[config.mk]
export PLATFORM = sky130hd
export DESIGN_NAME = spi_irq_agg
export DESIGN_NICKNAME = d
export VERILOG_FILES = /design/src/rtl/irq_agg_pkg.sv /design/src/rtl/irq_agg_ctrl.sv /design/src/rtl/irq_agg_datapath.sv /design/src/rtl/spi_irq_agg.sv
export SDC_FILE = /design/constraint.sdc
export NUM_CORES = 1
export LEC_CHECK = 0
export BUFFER_PORTS_ARGS = -buffer_cell sky130_fd_sc_hd__clkbuf_2
export CORE_AREA = 2 2 79 43
export CTS_BUF_LIST = sky130_fd_sc_hd__clkbuf_2
export CTS_CLUSTER_DIAMETER = 60
export CTS_CLUSTER_SIZE = 28
export DETAILED_ROUTE_END_ITERATION = 7
export DIE_AREA = 0 0 81 45
export PLACE_DENSITY = 0.76
export SYNTH_ARGS = -nofsm -noshare
export SYNTH_HDL_FRONTEND = slang
export SYNTH_SLANG_ARGS = --single-unit
export TNS_END_PERCENT = 20
[constraint.sdc]
create_clock -name clk -period 1.7 [get_ports clk]
set_input_delay 0.34 -clock clk [delete_from_list [all_inputs] [get_ports clk]]
set_output_delay 0.34 -clock clk [all_outputs]
set_load 0.01 [all_outputs]
[src/rtl/irq_agg_pkg.sv]
package irq_agg_pkg;

  // Status bit positions; software decodes these, so they are fixed.
  localparam int BIT_RX_NEMPTY  = 8;
  localparam int BIT_TX_HALF    = 6;
  localparam int BIT_RX_OVR     = 5;
  localparam int BIT_RX_FULL    = 4;
  localparam int BIT_TX_UNDER   = 3;
  localparam int BIT_TX_EMPTY   = 2;

  localparam logic [31:0] STS_IMPL_MASK =
      (32'd1 << BIT_RX_NEMPTY) | (32'd1 << BIT_TX_HALF) |
      (32'd1 << BIT_RX_OVR)    | (32'd1 << BIT_RX_FULL) |
      (32'd1 << BIT_TX_UNDER)  | (32'd1 << BIT_TX_EMPTY);

  typedef struct packed {
    logic wrGlobal;
    logic wrStatus;
    logic wrEnable;
  } irq_strobe_t;

  typedef enum logic [1:0] {
    RD_NONE   = 2'd0,
    RD_GLOBAL = 2'd1,
    RD_STATUS = 2'd2,
    RD_ENABLE = 2'd3
  } irq_rdsel_t;

endpackage

[src/rtl/irq_agg_ctrl.sv]
module irq_agg_ctrl
  import irq_agg_pkg::*;
#(
  parameter int ADDR_W = 8,
  parameter logic [ADDR_W-1:0] GLB_OFFS = 'h1C,
  parameter logic [ADDR_W-1:0] STS_OFFS = 'h20,
  parameter logic [ADDR_W-1:0] IEN_OFFS = 'h28
) (
  input  logic              regWrEn,
  input  logic [ADDR_W-1:0] regAddr,
  output irq_strobe_t       strb,
  output irq_rdsel_t        rdSel
);

  logic hitGlb, hitSts, hitIen;

  assign hitGlb = (regAddr == GLB_OFFS);
  assign hitSts = (regAddr == STS_OFFS);
  assign hitIen = (regAddr == IEN_OFFS);

  always_comb begin
    strb.wrGlobal = regWrEn && hitGlb;
    strb.wrStatus = regWrEn && hitSts;
    strb.wrEnable = regWrEn && hitIen;
  end

  always_comb begin
    if (hitGlb)      rdSel = RD_GLOBAL;
    else if (hitSts) rdSel = RD_STATUS;
    else if (hitIen) rdSel = RD_ENABLE;
    else             rdSel = RD_NONE;
  end

endmodule

[src/rtl/irq_agg_datapath.sv]
module irq_agg_datapath
  import irq_agg_pkg::*;
#(
  parameter int DATA_W = 32
) (
  input  logic              clk,
  input  logic              rstN,
  input  irq_strobe_t       strb,
  input  irq_rdsel_t        rdSel,
  input  logic [DATA_W-1:0] wdata,
  input  logic              evtRxOverrun,
  input  logic              evtTxHalfEmpty,
  input  logic              evtTxUnderrun,
  input  logic              evtTxEmpty,
  input  logic              lvlRxNotEmpty,
  input  logic              lvlRxFull,
  output logic [DATA_W-1:0] rdData,
  output logic              irqOut,
  output logic [DATA_W-1:0] statusQ,
  output logic [DATA_W-1:0] enableQ,
  output logic              gieQ
);

  localparam int GIE_BIT = DATA_W - 1;
  localparam logic [DATA_W-1:0] MASK    = DATA_W'(STS_IMPL_MASK);
  localparam logic [DATA_W-1:0] GIE_ONE = DATA_W'(1) << GIE_BIT;

  logic [DATA_W-1:0] hwSet;

  // Hardware conditions as a set vector; levels re-latch every cycle.
  always_comb begin
    hwSet                = '0;
    hwSet[BIT_RX_NEMPTY] = lvlRxNotEmpty;
    hwSet[BIT_RX_FULL]   = lvlRxFull;
    hwSet[BIT_RX_OVR]    = evtRxOverrun;
    hwSet[BIT_TX_HALF]   = evtTxHalfEmpty;
    hwSet[BIT_TX_UNDER]  = evtTxUnderrun;
    hwSet[BIT_TX_EMPTY]  = evtTxEmpty;
  end

  logic unusedBits;
  assign unusedBits = ^{hwSet & ~MASK, wdata & ~(MASK | GIE_ONE)};

  for (genvar i = 0; i < DATA_W; i++) begin : g_bit
    if (MASK[i]) begin : g_impl
      always_ff @(posedge clk or negedge rstN) begin
        if (!rstN) begin
          statusQ[i] <= 1'b0;
          enableQ[i] <= 1'b0;
        end else begin
          // toggle by software, then hardware set takes priority
          statusQ[i] <= (statusQ[i] ^ (strb.wrStatus & wdata[i])) | hwSet[i];
          if (strb.wrEnable) enableQ[i] <= wdata[i];
        end
      end
    end else begin : g_tie
      assign statusQ[i] = 1'b0;
      assign enableQ[i] = 1'b0;
    end
  end

  always_ff @(posedge clk or negedge rstN) begin
    if (!rstN)              gieQ <= 1'b0;
    else if (strb.wrGlobal) gieQ <= wdata[GIE_BIT];
  end

  always_ff @(posedge clk or negedge rstN) begin
    if (!rstN) irqOut <= 1'b0;
    else       irqOut <= (|(statusQ & enableQ)) & gieQ;
  end

  always_comb begin
    unique case (rdSel)
      RD_GLOBAL: rdData = gieQ ? GIE_ONE : '0;
      RD_STATUS: rdData = statusQ;
      RD_ENABLE: rdData = enableQ;
      default:   rdData = '0;
    endcase
  end

endmodule

[src/rtl/spi_irq_agg.sv]
module spi_irq_agg
  import irq_agg_pkg::*;
#(
  parameter int ADDR_W = 8,
  parameter int DATA_W = 32,
  parameter logic [ADDR_W-1:0] GLB_OFFS = 'h1C,
  parameter logic [ADDR_W-1:0] STS_OFFS = 'h20,
  parameter logic [ADDR_W-1:0] IEN_OFFS = 'h28
) (
  input  logic              clk,
  input  logic              rstN,
  input  logic              regWrEn,
  input  logic [ADDR_W-1:0] regAddr,
  input  logic [DATA_W-1:0] regWrData,
  output logic [DATA_W-1:0] regRdData,
  input  logic              evtRxOverrun,
  input  logic              evtTxHalfEmpty,
  input  logic              evtTxUnderrun,
  input  logic              evtTxEmpty,
  input  logic              lvlRxNotEmpty,
  input  logic              lvlRxFull,
  output logic              irqOut
);

  irq_strobe_t       strb;
  irq_rdsel_t        rdSel;
  logic [DATA_W-1:0] statusQ;
  logic [DATA_W-1:0] enableQ;
  logic              gieQ;

  irq_agg_ctrl #(
    .ADDR_W(ADDR_W), .GLB_OFFS(GLB_OFFS), .STS_OFFS(STS_OFFS), .IEN_OFFS(IEN_OFFS)
  ) u_ctrl (
    .regWrEn(regWrEn),
    .regAddr(regAddr),
    .strb   (strb),
    .rdSel  (rdSel)
  );

  irq_agg_datapath #(.DATA_W(DATA_W)) u_dp (
    .clk           (clk),
    .rstN          (rstN),
    .strb          (strb),
    .rdSel         (rdSel),
    .wdata         (regWrData),
    .evtRxOverrun  (evtRxOverrun),
    .evtTxHalfEmpty(evtTxHalfEmpty),
    .evtTxUnderrun (evtTxUnderrun),
    .evtTxEmpty    (evtTxEmpty),
    .lvlRxNotEmpty (lvlRxNotEmpty),
    .lvlRxFull     (lvlRxFull),
    .rdData        (regRdData),
    .irqOut        (irqOut),
    .statusQ       (statusQ),
    .enableQ       (enableQ),
    .gieQ          (gieQ)
  );

endmodule

* Word-level counts from Yosys, hierarchy flattened *
Cells that the tools add are included.

cells by class
  bitwise logic cells = 20
  reduce and logical (&&, ||, !) cells = 4
  equal/unequal tests = 6
  muxes and demuxes = 5

operators by type and width
  operator                                        count
  one-hot mux 32 bit (3 select lines)             1
  two-way mux 32 bit                              1
  OR reduction 32 bit                             1
  == test 8 x 6 -> 1 bit (second input constant)  2
  AND 9 bit                                       1
  == test 8 x 5 -> 1 bit (second input constant)  1
  AND 1 bit                                       7
  two-way mux 2 bit                               3
  OR 1 bit                                        6
  XOR 1 bit                                       6
  == test 2 bit (second input constant)           2
  logical AND 1 bit                               3
  == test 2 x 1 -> 1 bit (second input constant)  1

word-level totals
  input bits = 49
  register bits = 14
  output and inout port bits = 33
  word-level logic and storage cells = 49

* Depth between registers and ports, before layout *
Gate-level depths: netlist (run 1).

  depth after elaboration = 6
  mapped depth = 5
  mapped depth without buffers = 3

* Cells and area by module *
From an unflattened synthesis (run 1), not the netlist that was laid out.

unflattened totals
  cell total of the unflattened synthesis = 151
  area total of the unflattened synthesis = 1412.6 µm²

modules (own cells, without submodules)
  module            cells each  seq. area each (µm²)  area an instance (µm²)  times used
  irq_agg_datapath  140         350.3                 1330.0                  1
  irq_agg_ctrl      11          0.0                   82.6                    1

* Least setup slack after synthesis (run 1) *
OpenSTA, ideal clock, no wires.

  path type = input-to-output
  start point = in regAddr[4]
  end point = out regRdData[2]
  arrival time = 1597 ps
  required time = 1360 ps
  stages on the path = 5
  slack = -237 ps
  buffers on the path = 2
  cell sequence = or4b_1 > clkbuf_2 > or2_2 > clkbuf_1 > nor2_1

between the ends
  word-level cells in the longest chain between the ends = 6
  elaborated cells on any way between the ends = 10
  those cells by class = eq/ne (6); mux (4)

ends and longest elaborated chain
  item                                                     line                    RTL
  from (decl)                                              spi_irq_agg.sv:13       input logic [ADDR_W-1:0] regAddr,
  == test 8 x 6 -> 1 bit                                   irq_agg_ctrl.sv:19      assign hitIen = (regAddr == IEN_OFFS);
  two-way mux 2 bit                                        irq_agg_ctrl.sv:30      else if (hitIen) rdSel = RD_ENABLE;
  two-way mux 2 bit                                        irq_agg_ctrl.sv:29      else if (hitSts) rdSel = RD_STATUS;
  two-way mux 2 bit *                                      irq_agg_ctrl.sv:28      if (hitGlb) rdSel = RD_GLOBAL;
  == test 2 bit or == test 2 x 1 -> 1 bit (tied branches)  irq_agg_datapath.sv:73  unique case (rdSel)
  one-hot mux 32 bit (3 select lines) *                    irq_agg_datapath.sv:73
  to (decl)                                                spi_irq_agg.sv:15       output logic [DATA_W-1:0] regRdData,

Mark *: on every way between the ends. The rest lies on a longest branch, timed or not.

* Worst setup path after layout (run 1) *
  start point = in regAddr[4]
  end point = out regRdData[8]

The elaborated chain is that of the path after synthesis.

==> results.md, run 1 <==
- The library cell occupying the most area in the post-synthesis netlist is sky130_fd_sc_hd__dfrtp_1.
- The share of total power dissipated in sequential elements is 55.1%.
- After detailed routing, the total wire length is 2.19 mm.
- Once layout is complete, the utilization of the core stands at 44.6%.
- In this run, the number of DRC markers left after iteration 0 of detailed routing was 69.
- The flow ran to the end, but the final reports show violations.
- The tree is rooted in a sky130_fd_sc_hd__clkbuf_2.
- The critical path crosses 5 cells after its start point.
- The net switching power is 0.000189 W.
- The worst setup path startpoint is regAddr[4].
- After synthesis, the largest area contributor takes up 33.8% of total cell area.
- After detailed routing, the average wire length per cell comes to 11.8 um.
- Summed over all layers, the global routing overflow is 0.
- The total of endpoints with negative setup slack in the final report is 6.
- Max-cap violations in this run came to 0.
- The congestion estimate from routability-driven global placement came to 0.675.
- The internal portion of the total power is 0.000443 W.
- Clock-pin slew was measured on the worst setup and hold paths at 0.14 ns.
- The checks that failed: setup timing.
- TritonCTS built the clock tree.
- The cell family contributing the most delay on the critical path is simple AND/OR/NAND/NOR gates.
- Synthesis inferred 14 register bits.
- The minimum hold slack is 0.293 ns.
- The highest fanout seen on the critical path is 6.
- The proportion of total power due to net switching is 29.9%.
- The maximum number of pins on one net before global-route repair is 15.
- The proportion of register bits with asynchronous set or reset after synthesis is 100%.
- The cell count of the worst reg-to-reg path is 2.
- The synthesized instance count is 111.
- Clock tree synthesis inserted a total of 3 buffers.
- The first-pass GRT wire length is 3.56 mm.
- For this design the ratio of total power to cell area is 487 nW/um^2.
- Total power for the finished layout comes to 0.000632 W.
- The signal on the critical path passes through buf_6 -> or4b_4 -> or2_4 -> nor2_4 -> buf_6.
- Buffers placed on the I/O ports in this run total 31.
- The clock tree skew after final layout is 0.0219 ns.
- Setup slack on the worst reg-to-reg path comes out at 0.83 ns.
- The sequential fraction of the synthesis area is 33.8%.
- After synthesis, the cell types taking the most area are sky130_fd_sc_hd__dfrtp_1, sky130_fd_sc_hd__buf_4, sky130_fd_sc_hd__mux2_4, sky130_fd_sc_hd__a22oi_1, sky130_fd_sc_hd__mux2i_1.
- The arrival time reported for the critical path endpoint is 1.50 ns.
- Of the cells placed in the final design, the portion with a size suffix greater than 1 is 41.1%.
- Setup repair after global routing could not meet its margin everywhere.
- The die extent in x is 81 um.
- The initial cell density of the core is 35.6%.
- In this run the cell area of the synthesized design comes to 1040 um^2.
- The average footprint of a synthesized cell is 9.33 um^2.
- The source of the worst register-to-register timing path is u_dp.statusQ[6].
- The peak supply drop is 149 uV.
- The placement row count is 14.
- In this run the remaining antenna-violating nets after routing total 0.
- The worst min-delay path class is in -> reg.
- The end point of the critical path is regRdData[8].
- After synthesis, the most frequently instantiated cells are sky130_fd_sc_hd__buf_4, sky130_fd_sc_hd__dfrtp_1, sky130_fd_sc_hd__nor2_1.
- CTS built an H-tree with a depth of 1.
- Summed over all nets, the half-perimeter wirelength after detailed placement is 1.73 mm.
- The distinct cell type count after synthesis is 26.
- In the finished design, the share of the clock period the worst path needs comes to 108%.
- The leakage power total is 0.568 nW.
- The worst endpoint required time is 1.36 ns.
- The slowest stage of the critical path is the sky130_fd_sc_hd__or4b_4 cell.
- The setup slack after layout is -0.144 ns.
- The combinational power share is 21.0%.
- The most common cell in the synthesized netlist is sky130_fd_sc_hd__buf_4.
- The worst register-to-register path ends at u_dp.irqOut.
- The count of antenna diodes in the layout is 0.
- The number of clock sinks is 14.
- The die covers 3650 um^2.
- The combined global-route utilization of all metal layers is 13.1%.
- The critical path startpoint category is a primary input.
- The synthesized design contains 0 enable-type register cells.
- 82 I/O pins were placed.
- The vertical die dimension is 45 um.
- In this run the standard cell core region covers 2910 um^2.
- The number of warnings printed during yosys synthesis is 0.
- The initial antenna violation count is 0.
- The final max-slew violation count was 0.
- Relative to the synthesized area, the layout overhead comes to 25.2%.
- The dominant register cell in the synthesized netlist is sky130_fd_sc_hd__dfrtp_1.
- In this run, the clock network consumes 23.9% of the power.
- In the routed layout, each cell is associated on average with a via count of 4.69.
- The DRC violations left is 0.
- The pre-CTS setup slack is -0.262 ns.
- The number of hold-slack violations in the final timing report came to 0.
- The post-layout minimum cycle time is 1.84 ns.
- The critical path in this run is classified as in -> out.
- The first detailed-routing pass ran for 4 iterations.
- The detailed-route via count is 872.
- Static timing analysis puts the maximum clock frequency at 0.542 GHz.
- Counting along the longest clock path gives a buffer depth of 2.
- The stage delay of the slowest cell on the critical path is 0.53 ns.
- The clock latency of the later-clocked register in the worst-skew pair is 0.28 ns.
- STA classifies the critical path endpoint as a primary output.
- The library cell appearing most often on the critical path is sky130_fd_sc_hd__buf_6.
- The final net count is 197.
- The number of global-route vias before repair is 817.
- The worst path buffer plus inverter count is 2.
-- how the worst min path moves through the flow --
stage / cells after the start / to / start / slack, ns
2_1_floorplan: 0 / u_dp.enableQ[2] / rstN / 0.04
3_3_place_gp: 1 / u_dp.statusQ[8] / rstN / 0.25
3_5_place_dp: 1 / u_dp.statusQ[8] / rstN / 0.26
4_1_cts: 2 / u_dp.gieQ / regWrData[31] / 0.30
5_1_grt: 2 / u_dp.enableQ[5] / regWrData[5] / 0.29
6_report: 2 / u_dp.gieQ / regWrData[31] / 0.29
-- area by class of cell --
class	count	area, um^2
inverter	1	3.75
tap	40	50.0
multi-input combinational	89	617
clock buffer	3	15.0
fill	295	1610
timing repair buffer	39	262
sequential	14	350
-- sequential cells by signal (all words and copies together), names as in the netlist --
register      cells
u_dp.enableQ      6
u_dp.gieQ         1
u_dp.irqOut       1
u_dp.statusQ      6
-- repair_timing --
action / 4_1_cts / 5_1_grt
pin swaps: 2 / 1
resized for setup: 1 / 15
setup endpoints to repair: 6 / 8
endpoints found under the hold margin: 14 / 0
setup buffers: 1 / 0
hold buffers: 1 / 0
-- routing by layer --
layer / vias to the layer above / GRT usage [%] / routed length (um)
met1: 424 / 14.1 / 900
li1: 408 / - / -
met2: 38 / 26.3 / 1120
met3: 2 / 3.80 / 158
met5: - / 0 / 0
met4: 0 / 2.37 / 12
-- power by group through the flow --
stage | clock (W) | sequential, W | combinational, W
floorplan | 0 | 0.000353 | 0.000119
detailed placement | 0 | 0.000354 | 0.000124
global route | 0.000172 | 0.000349 | 0.000148
global placement | 0 | 0.000354 | 0.000121
CTS | 0.000154 | 0.000348 | 0.000129
finish | 0.000151 | 0.000348 | 0.000133
-- logic make-up (layout without fill, tap and decap cells) --
group / Yosys count / in the layout / synth area share (%)
and+or+nand+nor: 41 / 41 / 21.6
buffers and inverters: 32 / 43 / 21.5
DFF: 14 / 14 / 33.8
muxes: 13 / 13 / 15.6
AOI/OAI and AO/OA: 10 / 10 / 7.13
other: 1 / 25 / 0.362
-- through the flow --
step                area, um^2  cells  setup TNS, ns
floorplan                 1200    135          -1.64
CTS                       1240    186          -1.03
global placement          1200    181          -3.49
detailed placement        1200    181          -3.85
finish                    1300    186         -0.803
global route              1300    186         -0.938
-- placed cells by master, fill, tap and decap left out, types with 7 or more instances in the layout --
| cell type | count |
|---|---|
| sky130_fd_sc_hd__a22oi_1 | 9 |
| sky130_fd_sc_hd__buf_6 | 7 |
| sky130_fd_sc_hd__clkbuf_2 | 27 |
| sky130_fd_sc_hd__nor2_1 | 8 |
| sky130_fd_sc_hd__dfrtp_1 | 14 |
| sky130_fd_sc_hd__buf_4 | 7 |
| sky130_fd_sc_hd__conb_1 | 25 |
(Power assumes the default switching activity.)
==> run 2, diff against run 1 <==
Settings changed: CELL_PAD_IN_SITES_DETAIL_PLACEMENT set to 1, CELL_PAD_IN_SITES_GLOBAL_PLACEMENT set to 2, CORE_AREA 2 2 79 43 to 2 2 108 58, DIE_AREA 0 0 81 45 to 0 0 110 60, PLACE_DENSITY 0.76 to not set, PLACE_DENSITY_LB_ADDON set to 0.1.
==> run 2 against run 1 <==
Count of clock-buffer cells in the layout unchanged; the run still ends with setup timing left; combinational power is 6% higher; clock skew decreased by 0.012 ns; setup slack got worse by 0.053 ns; die area grew 81%; maximum frequency shrank 2.8%; via count is 0.69% lower; first-iteration DRC count is 62% lower; clock power rose by 13%.
==> results.md, run 2 (same netlist as run 1, synthesis figures left out) <==
- The DRC violations left was 0 (unchanged).
- The total of endpoints with negative setup slack in the final report is 6 (unchanged).
- The half-perimeter wire length after detailed placement is 2.45 mm (+41%).
- From synthesis to final layout, the design area changed by 30.0%.
- The wire length per cell after detailed routing came to 13.4 um (+14%).
- The worst setup path is captured at a primary output.
- The leakage power total was 0.576 nW (+1.5%).
- The number of global-route vias before repair is 850 (+4.0%).
- The total area of multi-input combinational cells is 611 um^2 (-1.0%).
- The post-CTS clock slew at the launch and capture registers of the worst setup and hold paths was 0.14 ns (about the same).
- The fraction of final layout cells with drive strength greater than 1 is 40.9% (-0.16 points).
- The antenna violation net count after detailed routing is 0 (unchanged).
- The maximum number of pins on one net before global-route repair came to 15 (unchanged).
- The number of buffers inserted during clock tree synthesis is 3 (unchanged).
- The worst min-delay path class is in -> reg.
- The final max-slew violation count is 0 (unchanged).
- The number of hold-slack violations in the final timing report is 0 (unchanged).
- The met1 wire length came to 1.59 mm (+77%).
- The die extent in x is 110 um (+36%).
- The highest fanout seen on the critical path was 6 (unchanged).
- The setup total negative slack is -1.05 ns (-0.248 ns).
- The filler cell count is 678 (+130%).
- In the layout the commonest cells are sky130_fd_sc_hd__clkbuf_2, sky130_fd_sc_hd__conb_1, sky130_fd_sc_hd__dfrtp_1, sky130_fd_sc_hd__buf_4, sky130_fd_sc_hd__a22oi_1.
- The number of buffers on the longest clock path came to 2 (unchanged).
- The count of input and output buffers came to 31 (unchanged).
- The critical path startpoint category is a primary input.
- The core region area is 5730 um^2 (+97%).
- The detailed-routed wire length on met2 is 1.19 mm (+6.0%).
- Setup repair after global routing could not meet its margin everywhere.
- The final reports fail on setup timing.
- The combined global-route utilization of all metal layers is 9.72% (-3.4 points).
- The vertical die dimension came to 60 um (+33%).
- The first-pass GRT wire length came to 4.60 mm (+29%).
- The fraction of the cycle the final worst path needs is 112% (+3.1 points).
- The worst endpoint required time is 1.36 ns (about the same).
- The initial antenna violation count is 0 (unchanged).
- The minimum hold slack is 0.279 ns (-0.0144 ns).
- The routability-driven placement congestion ratio is 0.744 (+10%).
- The stage delay of the slowest cell on the critical path is 0.54 ns (about the same).
- The arrival time reported for the critical path endpoint is 1.56 ns (+0.06 ns).
- The largest registers in the layout are u_dp.enableQ (6), u_dp.statusQ (6).
- The initial cell density of the core was 18.1% (-18 points).
- The number of search-and-repair iterations in the first detailed-routing pass is 4 (unchanged).
- The largest individual stage delay along the critical path comes from the cell sky130_fd_sc_hd__or4b_4.
- The top-level port count was 82 (unchanged).
- The number of clock sinks is 14 (unchanged).
- The clock latency of the later-clocked register in the worst-skew pair is 0.29 ns (about the same).
- The die outline area is 6600 um^2 (+81%).
- The signal on the critical path passes through buf_6 -> or4b_4 -> or2_4 -> nor2_4 -> buf_6.
- The starting DRC count in detailed routing is 26 (-62%).
- The tree is rooted in a sky130_fd_sc_hd__clkbuf_2.
- The number of H-tree levels is 1 (unchanged).
- The remaining global-route overflow is 0 (unchanged).
- TritonCTS built the clock tree.
- The post-detailed-route via-to-cell ratio came to 3.83 (-18%).
- The total wirelength of the detailed-routed design was 3.03 mm (+38%).
- The fmax came to 0.527 GHz (-2.8%).
- The path type of the worst setup path is in -> out.
- The detailed-route via count is 866 (-0.69%).
- The post-layout minimum cycle time is 1.90 ns (+0.0525 ns).
- The area of all sequential standard cells is 350 um^2 (unchanged).
- The pre-CTS setup slack is -0.309 ns (-0.0473 ns).
- The kind of cell adding the most delay to the critical path is simple AND/OR/NAND/NOR gates.
- The most common cell after layout, fill and taps aside is sky130_fd_sc_hd__clkbuf_2.
- The placement row count is 20 (+6).
- The met3 layer wire length in the routed design is 241 um (+53%).
- The highest metal layer carrying signal wires in the routed design is met4.
- The number of maximum-capacitance constraint violations is 0 (unchanged).
- The run finished, with violations left.
- The worst path buffer plus inverter count is 2 (unchanged).
- The cell that appears most often on the critical path is sky130_fd_sc_hd__buf_6.
- The final net count was 199 (+1.0%).
- The clock tree skew after final layout came to 0.0100 ns (-0.0119 ns).
- The power density over the cells is 490 nW/um^2 (+0.71%).
- The total power was 0.000660 W (+4.5%).
- The setup slack after layout is -0.197 ns (-0.0525 ns).
- The count of antenna diodes in the layout is 0 (unchanged).
- The peak supply drop is 145 uV (-2.8%).
==> run 2: path summary, 6_finish.rpt <==
path | startpoint | endpoint | slack (ns) | cells past startpoint
worst min register to register | u_dp.gieQ | u_dp.gieQ | 0.53 | 1
worst max-delay path | regAddr[4] | regRdData[6] | -0.20 | 5
min in group asynchronous | rstN | u_dp.statusQ[5] | 0.48 | 2
max in group asynchronous | rstN | u_dp.statusQ[8] | 0.93 | 2
worst min-delay path | regWrData[31] | u_dp.gieQ | 0.28 | 2
worst max register to register | u_dp.statusQ[8] | u_dp.irqOut | 0.79 | 2
==> run 2: routing by layer <==
metal,track usage (%),vias up
li1,-,409
met2,13.5,34
met1,14.6,421
met5,0,-
met4,1.08,0
met3,3.49,2
==> run 2: stage by stage <==
step | cell area [um^2] | utilization [%] | instances
after floorplan | 1200 | - | 135
after global placement | 1260 | 22.0 | 219
after detailed placement | 1260 | 22.0 | 219
after CTS | 1290 | 22.5 | 224
after global routing | 1350 | 23.5 | 226
final | 1350 | 23.5 | 226
==> run 2: layout make-up <==
class                      count  share of cell area [%]
sequential                    14                    26.0
tap                           77                    7.16
multi-input combinational     89                    45.4
inverter                       1                   0.279
clock buffer                   3                    1.12
timing repair buffer          41                    19.8
clock inverter                 1                   0.279
==> run 2: power breakdown <==
group | total, W | internal [W] | switching (W)
clock | 0.000171 | 0.0000511 | 0.000120
sequential | 0.000348 | 0.000342 | 0.00000671
combinational | 0.000141 | 0.0000557 | 0.0000851
total | 0.000660 | 0.000448 | 0.000212
==> run 2: worst reg2reg max path: stages, from the launching register on <==
cell and delay (ns):
sky130_fd_sc_hd__dfrtp_1 0.44, sky130_fd_sc_hd__a22oi_1 0.25, sky130_fd_sc_hd__a31oi_1 0.12
==> run 2: timing repair <==
item,in CTS,in global routing
gates cloned,0,0
hold endpoints to repair,14,0
pin swaps,1,3
setup buffers,0,2
resized for setup,1,12
hold buffers,1,0
endpoints found under the setup margin,6,6
==> run 3, diff against run 2 <==
--- a/constraint.sdc
+++ b/constraint.sdc
@@ -3,2 +3,2 @@
 set_output_delay 0.34 -clock clk [all_outputs]
-set_load 0.01 [all_outputs]
+set_load 0.1 [all_outputs]
==> run 3 against run 2 <==
The flow still finishes with violations (setup timing); global-route usage shrank 0.23 points; non-clock buffer count shrank 1; sequential power is essentially flat; final cell count shrank 0.44%; setup slack lost 0.039 ns; clock skew is essentially flat; final area grew 4.9%; highest routed layer unchanged; largest cell class unchanged; clock power is essentially flat; sequential share of layout area shrank 1.2 points; die area is the same.
==> results.md, run 3 (same netlist as run 1, synthesis figures left out) <==
- The initial antenna violation count is 0 (unchanged).
- In the layout the commonest cells are sky130_fd_sc_hd__clkbuf_2, sky130_fd_sc_hd__conb_1, sky130_fd_sc_hd__dfrtp_1, sky130_fd_sc_hd__a22oi_1, sky130_fd_sc_hd__buf_4.
- The top-level port count is 82 (unchanged).
- The number of global-route vias before repair came to 880 (+3.5%).
- TritonCTS built the clock tree.
- The path class of the tightest hold or removal check is in -> reg.
- The post-CTS clock slew at the launch and capture registers of the worst setup and hold paths is 0.16 ns (+0.02 ns).
- The synthesis-to-layout area growth is 36.4%.
- The starting DRC count in detailed routing is 28 (+7.7%).
- The highest fanout seen on the critical path is 6 (unchanged).
- The combined global-route utilization of all metal layers is 9.48% (-0.23 points).
- The peak supply drop is 133 uV (-8.4%).
- The remaining global-route overflow is 0 (unchanged).
- The clock latency of the later-clocked register in the worst-skew pair is 0.29 ns (about the same).
- The fraction of final layout cells with drive strength greater than 1 is 41.2% (+0.28 points).
- The fraction of the cycle the final worst path needs was 114% (+2.3 points).
- The number of maximum-capacitance constraint violations is 0 (unchanged).
- The detailed-route via count was 860 (-0.69%).
- The number of buffers on the longest clock path is 2 (unchanged).
- The maximum number of pins on one net before global-route repair was 15 (unchanged).
- The critical path startpoint category is a primary input.
- The kind of end point of the critical path is a primary output.
- The placement row count is 20 (unchanged).
- The number of buffers inserted during clock tree synthesis is 3 (unchanged).
- The worst setup path is of the in -> out kind.
- The count of antenna diodes in the layout is 0 (unchanged).
- The total of endpoints with negative setup slack in the final report was 6 (unchanged).
- The DRC violations left was 0 (unchanged).
- The worst path buffer plus inverter count is 2 (unchanged).
- Setup repair after global routing could not meet its margin everywhere.
- The number of hold-slack violations in the final timing report is 0 (unchanged).
- The total wirelength of the detailed-routed design is 2.95 mm (-2.6%).
- The vertical die dimension was 60 um (unchanged).
- The worst endpoint required time came to 1.36 ns (about the same).
- The post-layout minimum cycle time was 1.94 ns (+0.0391 ns).
- The power density over the cells came to 624 nW/um^2 (+27%).
- The die outline area came to 6600 um^2 (unchanged).
- The clock tree skew after final layout is 0.00997 ns (-0.0000758 ns).
- The setup slack after layout is -0.236 ns (-0.0391 ns).
- The core region area is 5730 um^2 (unchanged).
- The first-pass GRT wire length was 4.53 mm (-1.5%).
- The largest registers in the layout are u_dp.enableQ (6), u_dp.statusQ (6).
- The final max-slew violation count is 0 (unchanged).
- The stage delay of the slowest cell on the critical path was 0.53 ns (about the same).
- The final core utilization is 24.7% (+1.2 points).
- For the pin with the worst max-slew slack, the measured transition is 0.541 ns.
- The filler cell count is 671 (-1.0%).
- The checks that failed: setup timing.
- The initial cell density of the core is 18.1% (unchanged).
- The routability-driven placement congestion ratio is 0.761 (+2.3%).
- The post-detailed-route via-to-cell ratio was 3.82 (-0.25%).
- In this run the clock root is driven by a sky130_fd_sc_hd__clkbuf_2.
- The count of input and output buffers was 31 (unchanged).
- The flow ran to the end, but the final reports show violations.
- Measured against its own limit, the worst slew margin works out to 64.1%.
- The number of H-tree levels came to 1 (unchanged).
- The setup slack of the most critical reg-to-reg path was 0.70 ns (-0.09 ns).
- The arrival time reported for the critical path endpoint was 1.60 ns (+0.04 ns).
- The leakage power total is 0.587 nW (+1.9%).
- The wire length per cell after detailed routing is 13.1 um (-2.2%).
- The die extent in x is 110 um (unchanged).
- The fmax is 0.517 GHz (-2.0%).
- The number of search-and-repair iterations in the first detailed-routing pass came to 2 (-2).
- Grouping stages by cell kind, the critical path spends the most delay in simple AND/OR/NAND/NOR gates.
- The antenna violation net count after detailed routing is 0 (unchanged).
- The most common cell after layout, fill and taps aside is sky130_fd_sc_hd__clkbuf_2.
- On the critical path, the stage with the largest delay is an instance of sky130_fd_sc_hd__or4b_4.
- The final net count was 198 (-0.50%).
- The number of clock sinks is 14 (unchanged).
- The total power is 0.000881 W (+33%).
- The signal on the critical path passes through clkbuf_2 -> or4b_4 -> or2_4 -> nor2_4 -> buf_12.
- The half-perimeter wire length after detailed placement is 2.47 mm (+0.65%).
[run 3: changes by cell type in the layout (fill, tap and decap cells not counted)]
cell                       before  now
sky130_fd_sc_hd__buf_12         0    7
sky130_fd_sc_hd__nor2_2         0    1
sky130_fd_sc_hd__buf_4         10    8
sky130_fd_sc_hd__nor2_1         8    7
sky130_fd_sc_hd__buf_6          5    0
sky130_fd_sc_hd__clkbuf_2      28   27
[run 3: power by group]
part	total [W]	internal (W)	switching, W
sequential	0.000349	0.000342	0.00000704
combinational	0.000360	0.0000540	0.000306
clock	0.000173	0.0000511	0.000121
[run 3: timing repair]
action,CTS,global route
pin swaps,3,2
setup endpoints to repair,6,7
setup buffers,1,0
hold endpoints to repair,14,0
hold buffers,1,0
gates resized for setup,1,1
[run 3: cell type report]
class                           instances  area (um^2)  area share, %
Inverter                                1         3.75          0.266
Clock inverter                          1         3.75          0.266
Tap cell                               77         96.3           6.82
Timing Repair Buffer                   40          330           23.4
Clock buffer                            3         15.0           1.06
Multi-Input combinational cell         89          613           43.4
Sequential cell                        14          350           24.8
[run 3: path summary, 6_finish.rpt]
path | startpoint | to | depth (start not counted)
worst max register to register | u_dp.statusQ[4] | u_dp.irqOut | 2
worst min-delay path | regWrData[3] | u_dp.enableQ[3] | 2
worst min register to register | u_dp.gieQ | u_dp.gieQ | 1
min in group asynchronous | rstN | u_dp.enableQ[8] | 2
worst max-delay path | regAddr[4] | regRdData[3] | 5
max in group asynchronous | rstN | u_dp.enableQ[6] | 2
[run 3: per-stage QoR]
stage | setup TNS [ns] | std cells | area (um^2) | setup slack (ns) | hold slack [ns]
floorplan | -4.23 | 135 | 1210 | -0.532 | 0.0444
global placement | -4.46 | 219 | 1370 | -0.335 | 0.291
detailed placement | -4.50 | 219 | 1370 | -0.335 | 0.288
CTS | -1.60 | 225 | 1410 | -0.290 | 0.269
global route | -1.59 | 225 | 1410 | -0.268 | 0.240
finish | -1.39 | 225 | 1410 | -0.236 | 0.287
[run 3: metal layers]
metal	up-vias	global-route usage, %	share of wire [%]
li1	410	-	-
met4	0	2.17	0.30
met1	420	12.8	50
met2	28	13.8	42
met3	2	4.25	7.2
met5	-	0	0
